[src/rtl/uf_pkg.sv]
package uf_pkg;

  // Decoded trigger depth for the two-bit code, clamped to the queue capacity
  function automatic int unsigned uf_trig_depth(input logic [1:0] code,
                                                input int unsigned cap);
    int unsigned d;
    case (code)
      2'd0:    d = 1;
      2'd1:    d = 4;
      2'd2:    d = 8;
      default: d = 14;
    endcase
    return (d > cap) ? cap : d;
  endfunction

endpackage

[src/rtl/uf_ctl_reg.sv]
module uf_ctl_reg #(
  parameter int unsigned DEPTH = 14,
  parameter int unsigned CW    = $clog2(DEPTH + 1)
) (
  input  logic          clk,
  input  logic          rst,
  input  logic          we,
  input  logic [7:0]    wdata,
  output logic          en,
  output logic [CW-1:0] trig,
  output logic          clr_rx,
  output logic          clr_tx
);
  import uf_pkg::*;

  logic mode_flip;
  logic unused_bits;

  assign unused_bits = ^wdata[5:3];
  assign mode_flip   = we && (wdata[0] != en);
  // Clear strobes act in the writing cycle only
  assign clr_rx      = we && (wdata[1] || mode_flip);
  assign clr_tx      = we && (wdata[2] || mode_flip);

  always_ff @(posedge clk) begin
    if (rst) begin
      en   <= 1'b0;
      trig <= CW'(uf_trig_depth(2'd0, DEPTH));
    end else if (we) begin
      en   <= wdata[0];
      trig <= CW'(uf_trig_depth(wdata[7:6], DEPTH));
    end
  end
endmodule

[src/rtl/uf_byte_fifo.sv]
module uf_byte_fifo #(
  parameter int unsigned DATA_W = 8,
  parameter int unsigned DEPTH  = 14,
  parameter int unsigned CW     = $clog2(DEPTH + 1)
) (
  input  logic              clk,
  input  logic              rst,
  input  logic              clr,
  input  logic              push,
  input  logic              pop,
  input  logic [DATA_W-1:0] wdata,
  output logic [DATA_W-1:0] head,
  output logic [CW-1:0]     count,
  output logic              pushed,
  output logic              popped
);
  localparam int unsigned PW = (DEPTH > 1) ? $clog2(DEPTH) : 1;
  localparam logic [PW-1:0] LAST = PW'(DEPTH - 1);

  logic [DATA_W-1:0] mem [DEPTH];
  logic [PW-1:0]     wr_ptr, rd_ptr;

  assign pushed = push && !clr && (count < CW'(DEPTH));
  assign popped = pop && !clr && (count != '0);
  assign head   = mem[rd_ptr];

  // Storage: no reset, single write port
  always_ff @(posedge clk) begin
    if (pushed) mem[wr_ptr] <= wdata;
  end

  always_ff @(posedge clk) begin
    if (rst || clr) begin
      wr_ptr <= '0;
      rd_ptr <= '0;
      count  <= '0;
    end else begin
      if (pushed) wr_ptr <= (wr_ptr == LAST) ? '0 : wr_ptr + PW'(1);
      if (popped) rd_ptr <= (rd_ptr == LAST) ? '0 : rd_ptr + PW'(1);
      case ({pushed, popped})
        2'b10:   count <= count + CW'(1);
        2'b01:   count <= count - CW'(1);
        default: count <= count;
      endcase
    end
  end
endmodule

[src/rtl/uf_rx_path.sv]
module uf_rx_path #(
  parameter int unsigned DATA_W = 8,
  parameter int unsigned DEPTH  = 14,
  parameter int unsigned CW     = $clog2(DEPTH + 1)
) (
  input  logic              clk,
  input  logic              rst,
  input  logic              en,
  input  logic [CW-1:0]     trig,
  input  logic              clr,
  input  logic              rx_valid,
  input  logic [DATA_W-1:0] rx_data,
  input  logic              rd,
  input  logic              ovr_clr,
  output logic [DATA_W-1:0] rdata,
  output logic              data_ready,
  output logic              overrun,
  output logic              irq_set
);
  logic [DATA_W-1:0] head, hold_q;
  logic [CW-1:0]     count, cnt_next;
  logic              pushed, popped;
  logic              hold_full, hold_full_n;
  logic              ovr_set, irq_n;

  uf_byte_fifo #(.DATA_W(DATA_W), .DEPTH(DEPTH), .CW(CW)) u_q (
    .clk(clk), .rst(rst), .clr(clr),
    .push(en && rx_valid), .pop(en && rd),
    .wdata(rx_data), .head(head), .count(count),
    .pushed(pushed), .popped(popped)
  );

  always_comb begin
    cnt_next = count;
    if (clr) cnt_next = '0;
    else if (pushed && !popped) cnt_next = count + CW'(1);
    else if (popped && !pushed) cnt_next = count - CW'(1);

    hold_full_n = hold_full;
    if (clr) hold_full_n = 1'b0;
    else if (!en) begin
      if (rx_valid)  hold_full_n = 1'b1;
      else if (rd)   hold_full_n = 1'b0;
    end

    ovr_set = !clr && rx_valid &&
              (en ? (count == CW'(DEPTH)) : (hold_full && !rd));
    irq_n   = !clr && rx_valid &&
              (en ? (pushed && !popped && (cnt_next == trig)) : 1'b1);
  end

  always_ff @(posedge clk) begin
    if (rst) begin
      hold_q     <= '0;
      hold_full  <= 1'b0;
      rdata      <= '0;
      data_ready <= 1'b0;
      overrun    <= 1'b0;
      irq_set    <= 1'b0;
    end else begin
      hold_full  <= hold_full_n;
      data_ready <= hold_full_n || (cnt_next != '0);
      irq_set    <= irq_n;
      if (!clr && !en && rx_valid) hold_q <= rx_data;
      if (!clr && rd) begin
        if (!en)        rdata <= hold_q;
        else if (popped) rdata <= head;
      end
      if (ovr_set)      overrun <= 1'b1;
      else if (ovr_clr) overrun <= 1'b0;
    end
  end
endmodule

[src/rtl/uf_tx_path.sv]
module uf_tx_path #(
  parameter int unsigned DATA_W = 8,
  parameter int unsigned DEPTH  = 14,
  parameter int unsigned CW     = $clog2(DEPTH + 1)
) (
  input  logic              clk,
  input  logic              rst,
  input  logic              en,
  input  logic              clr,
  input  logic              wr,
  input  logic [DATA_W-1:0] wdata,
  input  logic              tx_ready,
  output logic              tx_valid,
  output logic [DATA_W-1:0] tx_data,
  output logic              thr_empty,
  output logic              irq_set
);
  logic [DATA_W-1:0] head;
  logic [CW-1:0]     count, cnt_next;
  logic              pushed, popped;

  uf_byte_fifo #(.DATA_W(DATA_W), .DEPTH(DEPTH), .CW(CW)) u_q (
    .clk(clk), .rst(rst), .clr(clr),
    .push(en && wr), .pop(en && tx_ready),
    .wdata(wdata), .head(head), .count(count),
    .pushed(pushed), .popped(popped)
  );

  always_comb begin
    cnt_next = count;
    if (clr) cnt_next = '0;
    else if (pushed && !popped) cnt_next = count + CW'(1);
    else if (popped && !pushed) cnt_next = count - CW'(1);
  end

  always_ff @(posedge clk) begin
    if (rst) begin
      tx_valid  <= 1'b0;
      tx_data   <= '0;
      thr_empty <= 1'b1;
      irq_set   <= 1'b0;
    end else begin
      thr_empty <= (cnt_next == '0);
      if (en) begin
        tx_valid <= popped;
        irq_set  <= popped && (cnt_next == '0);
        if (popped) tx_data <= head;
      end else begin
        tx_valid <= wr && !clr;
        irq_set  <= wr && !clr;
        if (wr && !clr) tx_data <= wdata;
      end
    end
  end
endmodule

[src/rtl/uart_fifo_ctrl.sv]
module uart_fifo_ctrl #(
  parameter int unsigned DATA_W = 8,
  parameter int unsigned DEPTH  = 14
) (
  input  logic              clk,
  input  logic              rst,
  input  logic              ctl_we,
  input  logic [7:0]        ctl_wdata,
  input  logic              rx_valid,
  input  logic [DATA_W-1:0] rx_data,
  input  logic              host_wr,
  input  logic [DATA_W-1:0] host_wdata,
  input  logic              host_rd,
  output logic [DATA_W-1:0] host_rdata,
  input  logic              ovr_clr,
  input  logic              tx_ready,
  output logic              tx_valid,
  output logic [DATA_W-1:0] tx_data,
  output logic              data_ready,
  output logic              overrun,
  output logic              thr_empty,
  output logic              rx_irq_set,
  output logic              tx_irq_set
);
  localparam int unsigned CW = $clog2(DEPTH + 1);

  logic          fifo_en;
  logic [CW-1:0] trig;
  logic          clr_rx, clr_tx;

  uf_ctl_reg #(.DEPTH(DEPTH), .CW(CW)) u_ctl (
    .clk(clk), .rst(rst), .we(ctl_we), .wdata(ctl_wdata),
    .en(fifo_en), .trig(trig), .clr_rx(clr_rx), .clr_tx(clr_tx)
  );

  uf_rx_path #(.DATA_W(DATA_W), .DEPTH(DEPTH), .CW(CW)) u_rx (
    .clk(clk), .rst(rst), .en(fifo_en), .trig(trig), .clr(clr_rx),
    .rx_valid(rx_valid), .rx_data(rx_data), .rd(host_rd), .ovr_clr(ovr_clr),
    .rdata(host_rdata), .data_ready(data_ready), .overrun(overrun),
    .irq_set(rx_irq_set)
  );

  uf_tx_path #(.DATA_W(DATA_W), .DEPTH(DEPTH), .CW(CW)) u_tx (
    .clk(clk), .rst(rst), .en(fifo_en), .clr(clr_tx),
    .wr(host_wr), .wdata(host_wdata), .tx_ready(tx_ready),
    .tx_valid(tx_valid), .tx_data(tx_data), .thr_empty(thr_empty),
    .irq_set(tx_irq_set)
  );
endmodule

[config.mk]
export PLATFORM = sky130hd
export DESIGN_NAME = uart_fifo_ctrl
export DESIGN_NICKNAME = d
export VERILOG_FILES = /design/src/rtl/uf_pkg.sv /design/src/rtl/uf_ctl_reg.sv /design/src/rtl/uf_byte_fifo.sv /design/src/rtl/uf_rx_path.sv /design/src/rtl/uf_tx_path.sv /design/src/rtl/uart_fifo_ctrl.sv
export SDC_FILE = /design/constraint.sdc
export NUM_CORES = 1
export LEC_CHECK = 0
export CORE_ASPECT_RATIO = 2
export CORE_MARGIN = 2
export CORE_UTILIZATION = 40
export DETAILED_ROUTE_END_ITERATION = 12
export PLACE_DENSITY = 0.56
export SLEW_MARGIN = 20
export SYNTH_ARGS = -nofsm -noshare
export SYNTH_HDL_FRONTEND = slang
export SYNTH_SLANG_ARGS = --single-unit
export TNS_END_PERCENT = 1
[constraint.sdc]
create_clock -name clk -period 3.1 [get_ports clk]
set_input_delay 0.31 -clock clk [delete_from_list [all_inputs] [get_ports clk]]
set_output_delay 0.31 -clock clk [all_outputs]
set_load 0.03 [all_outputs]
Yosys cells after proc, flatten, opt, wreduce, memory -nomap -nowiden --
Memory sizes are Yosys's and may differ from the RTL's. A register that Yosys moved wholly into a read port is not among the register bits. Cells that the tools add are included. W data, S select, Z words.
Storage, ports and cells: input bits 32, memories 2, memory bits (writable) 224, output and inout bits 22, logic and storage cells 138, flip-flop bits (word level) 60
Cells by class: reduce and logical (&&, ||, !) cells 53, muxes and demuxes 39, eq/ne operators 15, $lt $le $gt $ge 3, add/sub/neg operators 8
Memories:
- u_rx.u_q.mem | words 14, width 8, read ports 1, clocked after memory_dff 1, write ports 1, line uf_byte_fifo.sv:20 | logic [DATA_W-1:0] mem [DEPTH];
- u_tx.u_q.mem | words 14, width 8, read ports 1, clocked after memory_dff 1, write ports 1, line uf_byte_fifo.sv:20
Operators by type and width (number):
- $mux W32 | 2
- $mux W4 | 15
- $mux W8 | 5
- $gt A32 B4 Y1 const B | 1
- $logic_and A1 B1 Y1 | 29
- $add A4 B1 Y4 const B | 6
- $eq A4 B4 Y1 const B | 5
- $pmux W4 S2 | 2
- $mux W1 | 14
- $pmux W4 S3 | 1
- $reduce_bool A4 Y1 | 3
- $logic_not A1 Y1 | 8
- $lt A4 B4 Y1 const B | 2
- $reduce_bool A2 Y1 | 4
- $sub A4 B1 Y4 const B | 2
- $eq A2 B1 Y1 const B | 3
- $eq A2 B2 Y1 const B | 3
- $logic_or A1 B1 Y1 | 5
- $eq A4 B4 Y1 | 1
- $logic_not A4 Y1 | 1
- $ne A2 B1 Y1 const B | 2
- $reduce_and A2 Y1 | 2
- $logic_not A2 Y1 | 1
- $ne A1 B1 Y1 | 1

Longest topological paths before layout --
depth after elaboration 16, gate-level depth with buffers 14, gate-level depth less buffers 14

Cells and area by module --
Synthesis repeated with hierarchy kept, for this count alone.
Unflattened totals: cell total of the unflattened synthesis 784, area, all modules 12213.0 sq um
By module, submodules not included:
- uf_byte_fifo (u_tx.u_q) | instances 1, cells each 287, sequential area each 3683.5 sq um, area each 5141.2 sq um
- uf_byte_fifo (u_rx.u_q) | instances 1, cells each 289, sequential area each 3683.5 sq um, area each 5122.4 sq um
- uf_rx_path | instances 1, cells each 121, sequential area each 400.4 sq um, area each 1096.1 sq um
- uf_tx_path | instances 1, cells each 66, sequential area each 220.2 sq um, area each 639.4 sq um
- uf_ctl_reg | instances 1, cells each 21, sequential area each 100.1 sq um, area each 214.0 sq um

Worst setup path before layout --
Ideal clock, no wire load.
path type reg2reg, start point register u_rx.u_q.count[0], end point register u_rx.irq_set, required time 2.983 ns, arrival time 2.618 ns, library setup time 0.117 ns, stages on the path, launching flop included 15, slack 0.364 ns, buffers on the path 0, clock period less this slack 2.736 ns, cell sequence dfxtp_1 inv_1 ha_1 or3b_2 and2_1 nand3_1 inv_1 ha_1 inv_1 ha_1 nand2b_1 a21boi_0 a21boi_0 o22ai_1 a32o_1
On the way: longest elaborated chain between the ends 11, elaborated cells on any way between the ends 17, classes of those cells add/sub: 2; order compare: 1; eq/ne: 1; mux: 4; reduce/logical: 9
Ends and longest elaborated chain:
- start, declared | line uf_byte_fifo.sv:13 | output logic [CW-1:0] count,
- start signal, assigned | line uf_byte_fifo.sv:41 | 2'b10: count <= count + CW'(1);
- start signal, assigned | line uf_byte_fifo.sv:42 | 2'b01: count <= count - CW'(1);
- start signal, assigned | line uf_byte_fifo.sv:43 | default: count <= count;
- $lt A4 B4 Y1 | line uf_byte_fifo.sv:23 | assign pushed = push && !clr && (count < CW'(DEPTH));
- $logic_and A1 B1 Y1 | line uf_byte_fifo.sv:23
- $logic_not A1 Y1 | line uf_rx_path.sv:37 | else if (popped && !pushed) cnt_next = count - CW'(1);
- $logic_and A1 B1 Y1 | line uf_rx_path.sv:37
- $mux W4 | line uf_rx_path.sv:37
- $mux W4 | line uf_rx_path.sv:36 | else if (pushed && !popped) cnt_next = count + CW'(1);
- $mux W4 | line uf_rx_path.sv:35 | if (clr) cnt_next = '0;
- $eq A4 B4 Y1 | line uf_rx_path.sv:49 | (en ? (pushed && !popped && (cnt_next == trig)) : 1'b1);
- $logic_and A1 B1 Y1 * | line uf_rx_path.sv:49
- $mux W1 * | line uf_rx_path.sv:49
- $logic_and A1 B1 Y1 * | line uf_rx_path.sv:48 | irq_n = !clr && rx_valid &&
- end signal, assigned | line uf_rx_path.sv:63 | irq_set <= irq_n;
- end, declared | line uf_rx_path.sv:18 | output logic irq_set
Mark *: on every way between the ends. The rest lies on a longest branch, timed or not. A chain may end at the register's enable or synchronous reset.

Worst setup path after layout --
Ends and elaborated chain as after synthesis.

==> impl_metrics.ini <==
[run_status]
status = finished, final reports clean

[sta]
drv_slew = 0
period_needed_ns = 2.96
maxSlewHeadroom_pct = 48.0
worst_pin_slew_ns = 0.777
hold_violations = 0
setup_viol = 0
timing.setup.tns_ns = 0
clock_skew_ns = 0.0124
finalCritPeriodShare_pct = 95.5
rsz0062_at_grt = false
fmax_ghz = 0.338

[yosys]
synth_top_area_cell = edfxtp_1
yosys-top-cells-count = edfxtp_1 (224), nor2_1 (78), dfxtp_1 (68)
yosysSeqAreaShare_pct = 67.2
syn_nets = 855
avgSynthCellArea_um2 = 14.9
synth_cell_types = 63
syn_inst = 810
ys_ff_latch = 292
ys_async_sr_fraction_pct = 0
yosysMostFrequentCell = edfxtp_1
synthesis.area_mm2 = 0.0120
yosys_warnings = 0
synth_edf_count = 224
synth_top_area_share_pct = 55.9
ys.flop_type = edfxtp_1
yosys-top-cells-area = edfxtp_1 (56%), dfxtp_1 (11%), mux4_2 (6.9%)

[placed_design]
gp_congestion = 0.791
hpwl_um = 20300
portBuffers = 50
place_area_mm2 = 0.0132
dp_cells = 1240

[floorplanning]
design.core.area_mm2 = 0.0295
start_util_pct = 40.8
die_height_um = 249
io_pins = 54
row_count = 89
die-area_mm2 = 0.0316
die_x_um = 127

[route]
avgViaCountPerCell = 5.40
drc = 0
routed_wl_um = 28400
wl_per_cell_um = 22.1
postRouteAntennaNets = 0
num_vias = 6942
drt_iter0_drc = 283
drtPass1Iterations = 4

[global_routing]
grt_pass1_wl_um = 42900
grt_pass1_vias = 7285
gr-usage-all-layers_pct = 18.0
grt_overflow_total = 0
antenna_found_initial = 1
grt_max_degree = 33

[worst_setup_path]
r2r_start = u_rx.u_q.count[0]
cp_data_required_time_ns = 3.54
path_max_fanout = 4
cp-end-kind = register
critPathKind = reg -> reg
r2r_slack_ns = 0.14
r2r-end = u_rx.irq_set
worstPathArrival_ns = 3.40
ff2ff_path_depth = 14
cp-start-kind = register

[pwr]
power_leakage_nw = 4.59
p_sw_share_pct = 21.2
p_comb_share_pct = 4.6
switching_power_mw = 1.67
seqPwrFrac_pct = 54.3
clock_power_share_pct = 41.2
ir_drop_v = 0.000480
p_int_mw = 6.19
power.density_mw_per_mm2 = 559

[clock_tree]
clock_latency_ns = 0.54
path_clk_slew_ns = 0.07
cts_tree = yes
post_cts_resize_count = 0
clockBufferDepth = 3
ctsHoldBuffers = 0
numCtsBuffers = 25
htreeDepth = 1
clock_sinks = 292
post-cts-setup-buffers = 0
cts_root_buf = clkbuf_16

[worst_hold_path]
hold_path_class = in -> reg
holdPathStages = 3
min-delay-start = ctl_wdata[7]
holdPathEnd = u_ctl.trig[1]

[finish]
diodes = 0
nets = 948
finalNonFillerCells = 1286
drive_gt1_share_pct = 16.7
finalInstanceArea_mm2 = 0.0141
seq_area_mm2 = 0.00809
multiInputGateArea_mm2 = 0.00365
area_growth_pct = 17.0
fillers = 2576

[job]
maxCapViolCount = 0
## through the flow
stage / setup slack, ns / util, % / total power, mW / hold slack, ns
2_1_floorplan: 0.364 / - / 4.52 / 0.409
3_3_place_gp: 0.124 / 44.9 / 4.71 / 0.453
3_5_place_dp: 0.0770 / 44.9 / 4.72 / 0.452
4_1_cts: 0.144 / 47.7 / 7.95 / 0.392
5_1_grt: 0.0256 / 47.7 / 8.13 / 0.413
6_report: 0.140 / 47.7 / 7.86 / 0.412
## how the worst max path moves through the flow
stage | to | cells past startpoint | startpoint
after floorplan | u_rx.irq_set | 14 | u_rx.u_q.count[0]
after global placement | u_tx.irq_set | 10 | ctl_wdata[0]
after detailed placement | u_tx.irq_set | 10 | ctl_wdata[0]
after CTS | u_rx.irq_set | 14 | u_rx.u_q.count[0]
after global routing | u_rx.irq_set | 14 | u_rx.u_q.count[0]
final | u_rx.irq_set | 14 | u_rx.u_q.count[0]
## cell type report
type                    count  area share (%)
inverters                  18           0.480
flip-flops and latches    292            57.5
well taps                 364            3.24
repair buffers            108            6.92
clock inverters            14            1.12
multi-input cells         458            25.9
clock buffers              32            4.84
## critical path, cell delays in order (launching register included)
cell	delay, ns
dfxtp_1	0.31
inv_1	0.12
ha_1	0.23
or3b_2	0.48
and2_1	0.19
nand3_1	0.13
inv_1	0.08
ha_1	0.19
inv_1	0.13
ha_1	0.25
nand2b_1	0.11
a21boi_0	0.10
a21boi_0	0.18
o22ai_1	0.09
a32o_1	0.25
## registers in the layout, summed over array words and instances, names as in the netlist, 8 cells and up, named ones only
register	cells
u_rx.u_q.mem	112
u_tx.u_q.mem	112
u_rx.hold_q	8
u_rx.rdata	8
u_tx.tx_data	8
## per-layer routing
metal	track usage, %	vias up	share of wire (%)
li1	-	3281	-
met1	17.0	3436	33
met2	36.3	152	58
met3	2.13	71	3.0
met4	9.58	2	5.5
met5	0	-	0.042
## placed cells by master (no fill, tap or decap), types with 25 or more instances in the layout
cell / instances
edfxtp_1: 224
clkdlybuf4s50_1: 50
dfxtp_1: 68
nand2_1: 38
mux4_2: 37
a21oi_1: 35
nor2_1: 78
clkbuf_16: 25
buf_4: 55
mux2i_1: 65
## power by group through the flow
stage | registers, mW | logic (mW) | clock network [mW]
finish | 4.27 | 0.358 | 3.24
global route | 4.27 | 0.386 | 3.47
global placement | 4.35 | 0.359 | 0
detailed placement | 4.36 | 0.363 | 0
floorplan | 4.38 | 0.136 | 0
CTS | 4.27 | 0.365 | 3.32
## cell families (layout without fill, tap and decap cells)
| group | count (synthesis) | after routing | synth area share (%) |
|---|---|---|---|
| DFF | 292 | 292 | 67.2 |
| AOI/OAI and AO/OA | 123 | 123 | 6.93 |
| adders and majority gates | 13 | 13 | 1.35 |
| muxes | 102 | 102 | 12.3 |
| xor gates and xnor gates | 14 | 14 | 1.14 |
| buffers and inverters | 60 | 172 | 2.51 |
| and+or+nand+nor | 206 | 206 | 8.53 |
(Power assumes the default switching activity.)
